### config.mk
export PLATFORM = sky130hd
export DESIGN_NAME = credit_arbiter
export DESIGN_NICKNAME = d
export VERILOG_FILES = /design/src/rtl/cba_pkg.sv /design/src/rtl/cba_credit_bank.sv /design/src/rtl/cba_period_ctrl.sv /design/src/rtl/cba_scheduler.sv /design/src/rtl/credit_arbiter.sv
export SDC_FILE = /design/constraint.sdc
export NUM_CORES = 1
export LEC_CHECK = 0
export BUFFER_PORTS_ARGS = -buffer_cell sky130_fd_sc_hd__buf_2
export CORE_MARGIN = 3
export CORE_UTILIZATION = 45
export DETAILED_ROUTE_END_ITERATION = 12
export GPL_TIMING_DRIVEN = 1
export SKIP_CTS_REPAIR_TIMING = 1
export SLEW_MARGIN = 5
export SYNTH_ARGS = -nofsm -noshare
export SYNTH_HDL_FRONTEND = slang
export SYNTH_SLANG_ARGS = --single-unit
export TNS_END_PERCENT = 50
### constraint.sdc
create_clock -name clk -period 4.6 [get_ports clk]
set_input_delay 0.69 -clock clk [delete_from_list [all_inputs] [get_ports clk]]
set_output_delay 0.69 -clock clk [all_outputs]
set_load 0.05 [all_outputs]
### src/rtl/cba_pkg.sv
package cba_pkg;
  // Scheduler phase: scanning for an eligible slot or holding a grant.
  typedef enum logic {
    PH_SCAN = 1'b0,
    PH_HOLD = 1'b1
  } sched_ph_e;
endpackage

### src/rtl/cba_credit_bank.sv
module cba_credit_bank #(
  parameter int N_ACT  = 4,
  parameter int CRED_W = 8,
  parameter int SLOT_W = 2
) (
  input  logic              clk,
  input  logic              rst_n,
  input  logic              wr_en,
  input  logic [SLOT_W-1:0] wr_slot,
  input  logic [CRED_W-1:0] wr_val,
  input  logic              refill,
  input  logic              charge,
  input  logic [SLOT_W-1:0] charge_slot,
  output logic [N_ACT-1:0]  has_cred,
  output logic              all_empty
);

  for (genvar g = 0; g < N_ACT; g++) begin : g_slot
    logic [CRED_W-1:0] shadow_q, shadow_d;
    logic [CRED_W-1:0] live_q, live_d;

    always_comb begin
      shadow_d = shadow_q;
      if (wr_en && (wr_slot == SLOT_W'(g))) shadow_d = wr_val;
    end

    always_comb begin
      live_d = live_q;
      if (refill)                                           live_d = shadow_q;
      else if (charge && (charge_slot == SLOT_W'(g)))       live_d = live_q - 1'b1;
    end

    always_ff @(posedge clk or negedge rst_n) begin
      if (!rst_n) begin
        shadow_q <= '0;
        live_q   <= '0;
      end else begin
        shadow_q <= shadow_d;
        live_q   <= live_d;
      end
    end

    assign has_cred[g] = |live_q;
  end

  assign all_empty = ~|has_cred;

  // A charge must never hit a slot that is already out of budget.
  assert_charge_nonzero_R3: assert property (@(posedge clk) disable iff (!rst_n)
    charge |-> has_cred[charge_slot]);

  // A charge and a refill never coincide (refill waits for the grant to end).
  assert_charge_vs_refill_R6: assert property (@(posedge clk) disable iff (!rst_n)
    charge |-> !refill);

endmodule

### src/rtl/cba_period_ctrl.sv
module cba_period_ctrl (
  input  logic clk,
  input  logic rst_n,
  input  logic tick,
  input  logic all_empty,
  input  logic busy,
  output logic refill,
  output logic refill_q,
  output logic early_q
);

  logic pend_q, pend_d;
  logic early_d;

  always_comb begin
    refill  = !busy && (tick || pend_q || all_empty);
    early_d = refill && !tick && !pend_q;
    pend_d  = pend_q;
    if (refill)    pend_d = 1'b0;
    else if (tick) pend_d = 1'b1;
  end

  always_ff @(posedge clk or negedge rst_n) begin
    if (!rst_n) begin
      pend_q   <= 1'b0;
      refill_q <= 1'b0;
      early_q  <= 1'b0;
    end else begin
      pend_q   <= pend_d;
      refill_q <= refill;
      early_q  <= early_d;
    end
  end

  // A remembered tick is served as soon as the grant ends.
  assert_pending_served_R6: assert property (@(posedge clk) disable iff (!rst_n)
    (pend_q && !busy) |=> refill_q);

  // An early close is always reported as a refill too.
  assert_early_is_refill_R7: assert property (@(posedge clk) disable iff (!rst_n)
    early_q |-> refill_q);

endmodule

### src/rtl/cba_scheduler.sv
module cba_scheduler
  import cba_pkg::*;
#(
  parameter int N_ACT  = 4,
  parameter int SLOT_W = 2,
  parameter int IDLE_W = 16
) (
  input  logic              clk,
  input  logic              rst_n,
  input  logic [N_ACT-1:0]  ready,
  input  logic [N_ACT-1:0]  has_cred,
  input  logic              refill,
  input  logic              done,
  output logic              busy,
  output logic [SLOT_W-1:0] grant_slot,
  output logic              charge,
  output logic [SLOT_W-1:0] charge_slot,
  output logic [IDLE_W-1:0] idle_cnt,
  output logic              stray
);

  localparam logic [SLOT_W-1:0] LAST_SLOT = SLOT_W'(N_ACT - 1);
  localparam logic [IDLE_W-1:0] IDLE_MAX  = '1;

  sched_ph_e         ph_q, ph_d;
  logic [SLOT_W-1:0] ptr_q, ptr_d;
  logic [SLOT_W-1:0] gslot_q, gslot_d;
  logic [IDLE_W-1:0] idle_q, idle_d;
  logic              stray_q, stray_d;
  logic              scan, pick;

  always_comb begin
    scan    = (ph_q == PH_SCAN) && !refill;
    pick    = scan && ready[ptr_q] && has_cred[ptr_q];

    ph_d    = ph_q;
    if ((ph_q == PH_HOLD) && done) ph_d = PH_SCAN;
    else if (pick)                 ph_d = PH_HOLD;

    ptr_d   = ptr_q;
    if (scan) ptr_d = (ptr_q == LAST_SLOT) ? '0 : ptr_q + 1'b1;

    gslot_d = pick ? ptr_q : gslot_q;

    idle_d  = idle_q;
    if ((ph_q == PH_SCAN) && !pick && (idle_q != IDLE_MAX)) idle_d = idle_q + 1'b1;

    stray_d = stray_q | (done && (ph_q == PH_SCAN));
  end

  always_ff @(posedge clk or negedge rst_n) begin
    if (!rst_n) begin
      ph_q    <= PH_SCAN;
      ptr_q   <= '0;
      gslot_q <= '0;
      idle_q  <= '0;
      stray_q <= 1'b0;
    end else begin
      ph_q    <= ph_d;
      ptr_q   <= ptr_d;
      gslot_q <= gslot_d;
      idle_q  <= idle_d;
      stray_q <= stray_d;
    end
  end

  assign busy        = (ph_q == PH_HOLD);
  assign grant_slot  = gslot_q;
  assign charge      = busy && done;
  assign charge_slot = gslot_q;
  assign idle_cnt    = idle_q;
  assign stray       = stray_q;

  // Non-preemptive hold: grant and slot persist until completion.
  assert_hold_grant_R8: assert property (@(posedge clk) disable iff (!rst_n)
    (busy && !done) |=> (busy && $stable(grant_slot)));

  // Stray-completion flag is sticky.
  assert_stray_sticky_R11: assert property (@(posedge clk) disable iff (!rst_n)
    stray |=> stray);

  // Idle count never goes down.
  assert_idle_monotonic_R10: assert property (@(posedge clk) disable iff (!rst_n)
    1'b1 |=> (idle_cnt >= $past(idle_cnt)));

endmodule

### src/rtl/credit_arbiter.sv
module credit_arbiter #(
  parameter int N_ACT  = 4,
  parameter int CRED_W = 8,
  parameter int IDLE_W = 16,
  localparam int SLOT_W = (N_ACT > 1) ? $clog2(N_ACT) : 1
) (
  input  logic              clk,
  input  logic              rst_n,
  input  logic [N_ACT-1:0]  act_ready_i,
  input  logic              cred_wr_i,
  input  logic [SLOT_W-1:0] cred_slot_i,
  input  logic [CRED_W-1:0] cred_val_i,
  input  logic              fire_done_i,
  input  logic              period_tick_i,
  output logic              grant_valid_o,
  output logic [SLOT_W-1:0] grant_slot_o,
  output logic              refill_o,
  output logic              early_close_o,
  output logic [IDLE_W-1:0] idle_cycles_o,
  output logic              stray_done_o
);

  logic [N_ACT-1:0]  has_cred;
  logic              all_empty;
  logic              refill;
  logic              busy;
  logic              charge;
  logic [SLOT_W-1:0] charge_slot;

  cba_credit_bank #(.N_ACT(N_ACT), .CRED_W(CRED_W), .SLOT_W(SLOT_W)) u_bank (
    .clk         (clk),
    .rst_n       (rst_n),
    .wr_en       (cred_wr_i),
    .wr_slot     (cred_slot_i),
    .wr_val      (cred_val_i),
    .refill      (refill),
    .charge      (charge),
    .charge_slot (charge_slot),
    .has_cred    (has_cred),
    .all_empty   (all_empty)
  );

  cba_period_ctrl u_period (
    .clk       (clk),
    .rst_n     (rst_n),
    .tick      (period_tick_i),
    .all_empty (all_empty),
    .busy      (busy),
    .refill    (refill),
    .refill_q  (refill_o),
    .early_q   (early_close_o)
  );

  cba_scheduler #(.N_ACT(N_ACT), .SLOT_W(SLOT_W), .IDLE_W(IDLE_W)) u_sched (
    .clk         (clk),
    .rst_n       (rst_n),
    .ready       (act_ready_i),
    .has_cred    (has_cred),
    .refill      (refill),
    .done        (fire_done_i),
    .busy        (busy),
    .grant_slot  (grant_slot_o),
    .charge      (charge),
    .charge_slot (charge_slot),
    .idle_cnt    (idle_cycles_o),
    .stray       (stray_done_o)
  );

  assign grant_valid_o = busy;

  // A held grant always belongs to a slot that still has budget.
  assert_grant_has_credit_R2: assert property (@(posedge clk) disable iff (!rst_n)
    grant_valid_o |-> has_cred[grant_slot_o]);

  // No refill while the processor is held.
  assert_no_refill_when_busy_R6: assert property (@(posedge clk) disable iff (!rst_n)
    grant_valid_o |-> !refill);

endmodule

==> results.toml <==
[status]
status = "finished, final reports clean"

[setup_path]
critPathTopFamily = "simple AND/OR/NAND/NOR gates"
required_ns = 4.84
critPathBufInv = 2
cpPeakStageDelay_ns = 0.52
crit_fanout = 32
crit_chain = "inv_1, ha_1, or4b_1, nor4_2, a31oi_2, or2_1, inv_2, nor2_1, a221o_1"
crit_cells = 9
crit_arrival_ns = 3.64
startpoint_type = "flop"
r2r_cells = 9
cp-end-kind = "flop"
cpMaxStageDelayCell = "inv_2"
crit_type = "reg2reg"

[sta]
rsz0062_at_grt = "no"
tightest_slew_ns = 0.773
fmax_mhz = 294
maxSlewHeadroom = 0.479
fin_ws_ns = 1.20
drv_slew = 0
fin_crit_sh = 0.740
period_needed_ns = 3.40
setup_viol = 0
hold_viol_final = 0
finClkSkew_ns = 0.00555
fin_tns_setup_ns = 0

[yosys]
avgSynthCellArea_sq_um = 11.4
yosys_most_used_dff = "dfrtp_1"
yosysSeqAreaShare = 0.531
synth_edf_count = 0
netlist_area_sq_um = 4200
synth_area_leaders = "dfrtp_1 53%, mux2_2 9.1%, nand2_1 3.1%"
yosysWarnings = 0
synth_nets = 393
synth_cell_type_count = 57
synth_top_cell_area_share = 0.531
syn_inst = 368
synthArstFlopShare = 1.00
ys_ff_latch = 89
yosysTopAreaCell = "dfrtp_1"

[cts]
cts.sinks = 89
clock_path_buffers = 2
clk-insertion-delay-late_ns = 0.35
cts_htree_levels = 3
ctsRootBufferMaster = "clkbuf_8"
cts_tree = "done"
numCtsBuffers = 9
clkTransAtPathRegs_ns = 0.08

[global_routing]
antenna_found_initial = 0
grt_max_degree = 52
grt_pass1_vias = 2978
grt_pass1_wl_microns = 15500
gr-usage-all-layers = 0.192
overflow = 0

[route]
drt_first_pass_iters = 4
ant_nets = 0
vias = 3075
drc = 0
routed_wl_microns = 9290
post_drt_wl_per_cell_microns = 17.7
avgViaCountPerCell = 5.85
drt_iter0_drc = 74

[finish]
layout_commonest_cell = "dfrtp_1"
n_antenna_cell = 0
syn2layout_area_growth_pct = 12.6
final_area_sq_um = 4720
layout_common_cells = "89 x dfrtp_1, 39 x buf_2, 35 x nand2_1"
drive_gt1_frac = 0.261
nets = 438

[pwr]
net-switching-power_w = 0.00112
seq_power_share = 0.459
p_per_area_nw_per_um2 = 597
power_frac_comb = 0.346
ir_worst_vdd_v = 0.000228
finalPower_w = 0.00282
p_int_w = 0.00170
switching_share = 0.398
leakage_nw = 2.05
pwr-share-clk = 0.195

[worst_hold_path]
holdCritPathClass = "in2async"

[floorplanning]
num_rows = 34
die_y_microns = 103
ios = 41
core_area_sq_um = 8890
die_w_microns = 103
fp.dieArea_sq_um = 10500
initial_core_util = 0.472

[placed_design]
dp_slack_ns = 1.18
gp_congestion = 0.784
dp_hpwl_microns = 6690
placed_cell_area_sq_um = 4520
portBuffers = 40

[flow_run]
drv_cap = 0
metrics by stage:
stage	utilization	instances	hold WS, ns
after floorplan	-	368	0.394
after global placement	0.508	510	0.436
after detailed placement	0.508	510	0.451
after CTS	0.531	526	0.306
after global routing	0.531	526	0.314
final	0.531	526	0.299
power by group through the flow:
stage	clock [W]	combinational, W	sequential (W)
2_1_floorplan	0	0.000624	0.00138
3_3_place_gp	0	0.000961	0.00130
3_5_place_dp	0	0.000985	0.00131
4_1_cts	0.000571	0.000988	0.00129
5_1_grt	0.000602	0.00109	0.00134
6_report	0.000550	0.000977	0.00130
Yosys cell counts (4+ instances only):
cell type and instances:
nand3_1 17, nor4_1 8, clkbuf_1 5, nand4_1 6
xor2_1 4, nand2_1 35, a21oi_1 4, o21ai_0 23
nor3b_1 8, nand2b_1 4, a221o_1 13, o211ai_1 6
xnor2_1 13, dfrtp_1 89, nor2_1 17, o221ai_1 4
mux2_2 34, nor3_1 5, inv_1 13, ha_1 6
flip-flops by register name, indices dropped and copies added (netlist names):
register	cells
u_sched.busy	1
u_sched.ptr_q	2
u_period.refill_q	1
u_bank.g_slot.shadow_q	32
u_sched.stray	1
u_bank.g_slot.live_q	32
u_period.pend_q	1
u_sched.charge_slot	2
u_period.early_q	1
u_sched.idle_cnt	16
cells by family (layout without fill, tap and decap cells):
logic type               Yosys count  count (layout)  synth area share
AND/OR/NAND/NOR                  124             124             0.160
adder cells (fa/ha/maj)            6               6            0.0179
AO/OA/AOI/OAI                     75              75             0.143
multiplexers                      34              34            0.0912
XOR/XNOR                          17              17            0.0355
flip-flops                        89              89             0.531
buffers and inverters             23              73            0.0215
metal layers:
| metal | vias up | global-route usage | share of wire |
|---|---|---|---|
| li1 | 1470 | - | - |
| met1 | 1546 | 0.285 | 0.50 |
| met2 | 53 | 0.289 | 0.46 |
| met3 | 6 | 0.0277 | 0.033 |
| met4 | 0 | 0.0666 | 0.010 |
| met5 | - | 0 | 0 |
worst reg2reg max path, cell delays in order, from the launching register on:
cell     delay [ns]
dfrtp_1        0.41
inv_1          0.07
ha_1           0.18
or4b_1         0.50
nor4_2         0.36
a31oi_2        0.32
or2_1          0.51
inv_2          0.52
nor2_1         0.12
a221o_1        0.31
area by class of cell:
class | instances | area [sq um]
Inverter | 14 | 52.6
Tap cell | 108 | 135
Sequential cell | 89 | 2230
Clock buffer | 11 | 151
Clock inverter | 5 | 53.8
Timing Repair Buffer | 43 | 225
Multi-Input combinational cell | 256 | 1880
Fill cell | 794 | 4170
worst paths after layout:
kind                                       startpoint                         end  slack [ns]
max                        u_bank.g_slot[3].live_q[0]  u_bank.g_slot[3].live_q[4]        1.20
max reg2reg                u_bank.g_slot[3].live_q[0]  u_bank.g_slot[3].live_q[4]        1.20
min in group clk                        u_sched.stray               u_sched.stray        0.47
min                                             rst_n         u_sched.idle_cnt[6]        0.30
min reg2reg                             u_sched.stray               u_sched.stray        0.47
max in group asynchronous                       rst_n  u_bank.g_slot[3].live_q[1]        3.25
Note: power is estimated with default switching activity, not from simulation.
